File: config.mk
export PLATFORM = sky130hd
export DESIGN_NAME = clkrun_req_ctrl
export DESIGN_NICKNAME = d
export VERILOG_FILES = /design/src/rtl/clkrun_pkg.sv /design/src/rtl/clkrun_line_sync.sv /design/src/rtl/clkrun_confirm.sv /design/src/rtl/clkrun_fsm.sv /design/src/rtl/clkrun_req_ctrl.sv
export SDC_FILE = /design/constraint.sdc
export NUM_CORES = 1
export LEC_CHECK = 0
export BUFFER_PORTS_ARGS = -buffer_cell sky130_fd_sc_hd__buf_2
export CAP_MARGIN = 20
export CELL_PAD_IN_SITES_DETAIL_PLACEMENT = 1
export CELL_PAD_IN_SITES_GLOBAL_PLACEMENT = 1
export CORE_AREA = 3 3 40 42
export DETAILED_ROUTE_END_ITERATION = 8
export DIE_AREA = 0 0 43 45
export PLACE_DENSITY_LB_ADDON = 0.1
export SYNTH_ARGS = -nofsm -noshare
export SYNTH_HDL_FRONTEND = slang
export SYNTH_SLANG_ARGS = --single-unit
File: constraint.sdc
create_clock -name clk -period 1.4 [get_ports clk]
set_input_delay 0 -clock clk [delete_from_list [all_inputs] [get_ports clk]]
set_output_delay 0 -clock clk [all_outputs]
set_load 0.01 [all_outputs]
File: src/rtl/clkrun_pkg.sv
package clkrun_pkg;
   typedef enum logic [1:0] {
      CR_IDLE    = 2'd0,
      CR_HOLD    = 2'd1,
      CR_RESTART = 2'd2,
      CR_PINNED  = 2'd3
   } cr_state_t;
endpackage

File: src/rtl/clkrun_line_sync.sv
module clkrun_line_sync #(
   parameter int   STAGES  = 2,
   parameter logic RST_VAL = 1'b1
) (
   input  logic clk,
   input  logic rst_n,
   input  logic d_i,
   output logic q_o
);
   generate
      if (STAGES == 0) begin : g_bypass
         assign q_o = d_i;
      end else begin : g_chain
         logic [STAGES-1:0] chain_q;
         always_ff @(posedge clk or negedge rst_n) begin
            if (!rst_n) chain_q <= {STAGES{RST_VAL}};
            else if (STAGES == 1) chain_q <= d_i;
            else chain_q <= {chain_q[STAGES-2:0], d_i};
         end
         assign q_o = chain_q[STAGES-1];
      end
   endgenerate
endmodule

File: src/rtl/clkrun_confirm.sv
module clkrun_confirm #(
   parameter int CONFIRM_CYCLES = 2
) (
   input  logic clk,
   input  logic rst_n,
   input  logic arm_i,
   input  logic good_i,
   output logic done_o
);
   localparam int CNT_W = (CONFIRM_CYCLES > 1) ? $clog2(CONFIRM_CYCLES) : 1;
   localparam logic [CNT_W-1:0] LAST = CNT_W'(CONFIRM_CYCLES - 1);

   logic [CNT_W-1:0] run_q;
   logic             at_last;

   assign at_last = (run_q == LAST);
   assign done_o  = arm_i & good_i & at_last;

   always_ff @(posedge clk or negedge rst_n) begin
      if (!rst_n)                  run_q <= '0;
      else if (!arm_i || !good_i)  run_q <= '0;
      else if (at_last)            run_q <= '0;
      else                         run_q <= run_q + 1'b1;
   end
endmodule

File: src/rtl/clkrun_fsm.sv
module clkrun_fsm
   import clkrun_pkg::*;
(
   input  logic clk,
   input  logic rst_n,
   input  logic line_asserted_i,
   input  logic traffic_i,
   input  logic enable_i,
   input  logic halted_i,
   input  logic confirm_done_i,
   output logic restart_o,
   output logic drive_o,
   output logic claim_o
);
   cr_state_t state_q, state_d;

   always_comb begin
      state_d = state_q;
      if (!enable_i) begin
         state_d = CR_PINNED;
      end else begin
         unique case (state_q)
            CR_IDLE: begin
               if (traffic_i && halted_i)                state_d = CR_RESTART;
               else if (traffic_i && !line_asserted_i)   state_d = CR_HOLD;
            end
            CR_HOLD: begin
               if (!traffic_i)                           state_d = CR_IDLE;
               else if (halted_i)                        state_d = CR_RESTART;
            end
            CR_RESTART: begin
               if (confirm_done_i) state_d = traffic_i ? CR_HOLD : CR_IDLE;
            end
            CR_PINNED: begin
               if (!traffic_i)      state_d = CR_IDLE;
               else if (halted_i)   state_d = CR_RESTART;
               else                 state_d = CR_HOLD;
            end
            default: state_d = CR_IDLE;
         endcase
      end
   end

   always_ff @(posedge clk or negedge rst_n) begin
      if (!rst_n) state_q <= CR_IDLE;
      else        state_q <= state_d;
   end

   assign restart_o = (state_q == CR_RESTART);
   assign drive_o   = (state_q != CR_IDLE);
   assign claim_o   = (state_q == CR_HOLD) || (state_q == CR_PINNED);
endmodule

File: src/rtl/clkrun_req_ctrl.sv
module clkrun_req_ctrl #(
   parameter int SYNC_STAGES    = 2,
   parameter int CONFIRM_CYCLES = 2
) (
   input  logic clk,
   input  logic rst_n,
   input  logic line_n_i,
   input  logic traffic_pending,
   input  logic run_ctl_en,
   input  logic bus_clk_halted,
   output logic line_drive_low,
   output logic clk_claimed
);
   generate
      if (SYNC_STAGES < 0 || SYNC_STAGES > 4) begin : g_bad_sync
         $error("SYNC_STAGES must lie in 0..4");
      end
      if (CONFIRM_CYCLES < 1 || CONFIRM_CYCLES > 64) begin : g_bad_conf
         $error("CONFIRM_CYCLES must lie in 1..64");
      end
   endgenerate

   logic line_n_s;
   logic in_restart;
   logic confirm_done;
   logic confirm_good;

   clkrun_line_sync #(.STAGES(SYNC_STAGES), .RST_VAL(1'b1)) u_sync (
      .clk   (clk),
      .rst_n (rst_n),
      .d_i   (line_n_i),
      .q_o   (line_n_s)
   );

   assign confirm_good = !line_n_s && !bus_clk_halted;

   clkrun_confirm #(.CONFIRM_CYCLES(CONFIRM_CYCLES)) u_confirm (
      .clk    (clk),
      .rst_n  (rst_n),
      .arm_i  (in_restart),
      .good_i (confirm_good),
      .done_o (confirm_done)
   );

   clkrun_fsm u_fsm (
      .clk             (clk),
      .rst_n           (rst_n),
      .line_asserted_i (!line_n_s),
      .traffic_i       (traffic_pending),
      .enable_i        (run_ctl_en),
      .halted_i        (bus_clk_halted),
      .confirm_done_i  (confirm_done),
      .restart_o       (in_restart),
      .drive_o         (line_drive_low),
      .claim_o         (clk_claimed)
   );
endmodule

# After elaboration in Yosys (flattened, before gate mapping)
# Cells that the tools add are included.
# word_totals
register_bits	5
out_inout_bits	2
word_cells	36
# classes
add_sub_neg	1
eq_ne	6
mux	12
n_bitwise	2
n_reduce_logical	12
# op_table
operator	n
2-to-1 mux 2 bit	8
one-hot mux 2 bit (4 select lines)	1
equality test 2 bit, second input constant	2
logical NOT 1 bit	4
!= test 4 x 2 -> 1 bit, second input constant	1
!= test 4 bit, second input constant	1
logical AND 1 bit	3
2-to-1 mux 1 bit	3
!= test 3 bit, second input constant	1
AND reduction 3 bit	1
AND 1 bit	2
equality test 2 x 1 -> 1 bit, second input constant	1
logical NOT 2 bit	1
logical OR 1 bit	2
nonzero test 2 bit	1
adder 1 bit, second input constant	1

# Depth between registers and ports, before layout
# depth
depth_word	7
mapped_depth	3

# By module
# Synthesis repeated with hierarchy kept, for this count alone.
# hier_totals
cells_unflattened	19
area_unflattened_um2	234.0
# modules_own_cells
module	n_inst	cells_each	area_per_inst_um2	seq_area_each_um2
clkrun_fsm	1	12	132.6	50.0
clkrun_line_sync	1	2	52.6	52.6
clkrun_confirm	1	3	41.3	25.0
clkrun_req_ctrl	1	2	7.5	0.0

# Worst setup path after synthesis
# Ideal clock, no wire load.
# synth_path
kind	reg-to-reg
startpoint	register u_sync.g_chain.chain_q[1]
endpoint	register u_fsm.state_q[0]
setup_ns	0.126
arrival_time_ns	0.996
t_required_ns	1.274
setup_slack_ns	0.279
stages_incl_launch_ff	4
n_path_buf	0
path_cell_list	dfstp_2 -> and3b_1 -> o311ai_1 -> nand2_1
# synth_via
elab_chain_len	6
elab_cells_between_ends	8
cone_classes	2 x eq/ne; 2 x bitwise; 4 x reduce/logical
# synth_lines
element	line_no	rtl
from (decl)	clkrun_line_sync.sv:14	logic [STAGES-1:0] chain_q;
from (signal assigned)	clkrun_line_sync.sv:16	if (!rst_n) chain_q <= {STAGES{RST_VAL}};
from (signal assigned)	clkrun_line_sync.sv:17	else if (STAGES == 1) chain_q <= d_i;
from (signal assigned)	clkrun_line_sync.sv:18	else chain_q <= {chain_q[STAGES-2:0], d_i};
logical NOT 1 bit	n/a	
logical AND 1 bit	clkrun_req_ctrl.sv:35	assign confirm_good = !line_n_s && !bus_clk_halted;
AND 1 bit (2 in a row)	clkrun_confirm.sv:17	assign done_o = arm_i & good_i & at_last;
!= test 3 bit (no line)	n/a	
AND reduction 3 bit (no line) *	n/a	
to (signal assigned)	clkrun_fsm.sv:46	else state_q <= state_d;
to (decl)	clkrun_fsm.sv:15	cr_state_t state_q, state_d;
# Every way passes the cells marked *; elsewhere a longest branch is shown, timed or not.
# A chain may end at the register's enable or synchronous reset.

# Worst setup path after layout
# Ends and elaborated chain as after synthesis.

==> results.json <==
{
  "critPathCaptureType": "register",
  "fin_crit_ps": 1240,
  "multi_input_area_sq_um": 68.8,
  "setup_ws_ps": 165,
  "io_pins": 8,
  "clk_pin_slew_ps": 40,
  "worstMarginPinSlew_ps": 292,
  "layout-drive-gt1-share_pct": 43.8,
  "power_density_nw_per_um2": 1130,
  "synth_top_area_share_pct": 36.8,
  "gr-total-overflow": 0,
  "ys_top_cells_by_count": "dfrtp_1, nand2_1, dfstp_2",
  "synth_area_leaders": "dfrtp_1, dfstp_2, nand2_1, a22o_1, and2b_2",
  "dp_hpwl_um": 339,
  "holdWs_ps": 63.7,
  "postSynthAreaPerCell_sq_um": 11.3,
  "final_area_sq_um": 320,
  "synth-edff-count": 0,
  "totalWireLength_um": 404,
  "utilization_pct": 24.9,
  "synthCells": 18,
  "grt_pass1_vias": 191,
  "placed_area_sq_um": 254,
  "drt_iter0_drc": 0,
  "core-area_sq_um": 1280,
  "total_leakage_power_nw": 0.154,
  "numCtsBuffers": 3,
  "cts_post_setup_buffers_inserted": 0,
  "dieArea_sq_um": 1940,
  "power_uw": 361,
  "cts_resized": 0,
  "postCtsHoldBufs": 4,
  "synth_top_cell_by_area": "dfrtp_1",
  "die_h_um": 45,
  "fin_nets": 39,
  "cp_max_fo": 4,
  "synth_area_sq_um": 204,
  "rsz0062_at_grt": "false",
  "remaining_drc_errors": 0,
  "cts_root_buffer": "clkbuf_4",
  "grt_usage_pct": 5.85,
  "cp_data_required_time_ps": 1510,
  "start_util_pct": 15.9,
  "vias": 176,
  "yosys_most_used_dff": "dfrtp_1",
  "synth-seq-cells": 5,
  "synth_cell_types": 13,
  "viasPerCell": 3.74,
  "timing_hold_violations_final": 0,
  "diodes": 0,
  "grt_max_degree": 6,
  "postRouteAntennaNets": 0,
  "syn_nets": 24,
  "clk_latency_ps": 230,
  "htree_levels": 1,
  "hold_path.class": "input port to register",
  "peakVddDrop_mv": 0.607,
  "grt_pass1_wl_um": 759,
  "ys_seq_area_share_pct": 62.6,
  "arrival_ps": 1350,
  "setup_viol": 0,
  "clock_sinks": 5,
  "finalCritPeriodShare_pct": 88.2,
  "first_pass_iters": 1,
  "place_congestion": 0.609,
  "worstSetupStartpointType": "register",
  "fp.dieW_um": 43,
  "fin_setup_tns_ps": 0,
  "port_buffers": 7,
  "slew_violations": 0,
  "syn_to_final_growth_pct": 57.1,
  "crit_type": "register to register",
  "pre_cts_ws_ps": 159,
  "max_slew_margin_pct": 80.2,
  "cap_violations": 0,
  "yosys_warnings": 0,
  "final_cell_count_no_fill": 47,
  "cts_buffer_depth": 2,
  "placed_cells": 39,
  "rows": 13,
  "clock_skew_ps": 1.60,
  "fillers": 149,
  "antenna_found_initial": 0,
  "synthArstFlopShare_pct": 100,
  "route.detailed.wl_per_inst_um": 8.60,
  "cts_tree": "done",
  "outcome": "finished clean",
  "fmax_mhz": 810,
  "final-seq-area_sq_um": 128
}
path summary, 6_finish.rpt:
kind | start | endpoint | slack, ps | cells after the start
worst max-delay path | u_sync.g_chain.chain_q[1] | u_fsm.state_q[0] | 160 | 3
worst min-delay path | traffic_pending | u_fsm.state_q[0] | 60 | 3
worst max register to register | u_sync.g_chain.chain_q[1] | u_fsm.state_q[0] | 160 | 3
worst min register to register | u_sync.g_chain.chain_q[0] | u_sync.g_chain.chain_q[1] | 350 | 0
max in group asynchronous | rst_n | u_sync.g_chain.chain_q[0] | 1080 | 2
min in group asynchronous | rst_n | u_confirm.at_last | 100 | 2
power breakdown:
group	switching [mW]	leakage [nW]	internal, mW	total [mW]
logic	0.0161	0.0831	0.0234	0.0395
registers	0.00623	0.0563	0.156	0.162
clock network	0.0520	0.0150	0.107	0.159
per-layer routing:
layer / GRT usage, % / up-vias / routed length [um]
li1: - / 89 / -
met1: 6.08 / 83 / 182
met2: 8.68 / 4 / 190
met3: 6.37 / 0 / 31
met4: 0 / 0 / 0
met5: 0 / - / 0
cell type report:
type,count,share of cell area (%)
Inverter,1,1.17
Tap cell,15,5.86
Sequential cell,5,39.8
Multi-Input combinational cell,11,21.5
Clock buffer,4,8.20
Timing Repair Buffer,11,23.4
registers in the layout (all words and copies together), names as in the netlist:
name	count
u_confirm.at_last	1
u_fsm.state_q	2
u_sync.g_chain.chain_q	2
cell families (layout without fill, tap and decap cells):
kind of cell,count (synthesis),in the layout,synth area share (%)
compound gates,2,2,8.59
buf+inv,2,16,3.68
flops,5,5,62.6
simple gates,9,9,25.2
placed cells by master (no fill, tap or decap), drive strengths merged:
cell         n
dlygate4sd3  4
a22o         1
nor4         1
and2b        1
inv          1
and3b        1
nand2        3
o311ai       1
clkbuf       4
nor2         1
buf          7
dfstp        2
or2          1
dfrtp        3
nand2b       1
worst max-delay path, stage by stage (launching register included):
cell and delay [ps]:
dfstp_2 540, and3b_1 170, o311ai_1 310, nand2_1 90
No activity file was read; power rests on OpenSTA's default activity.
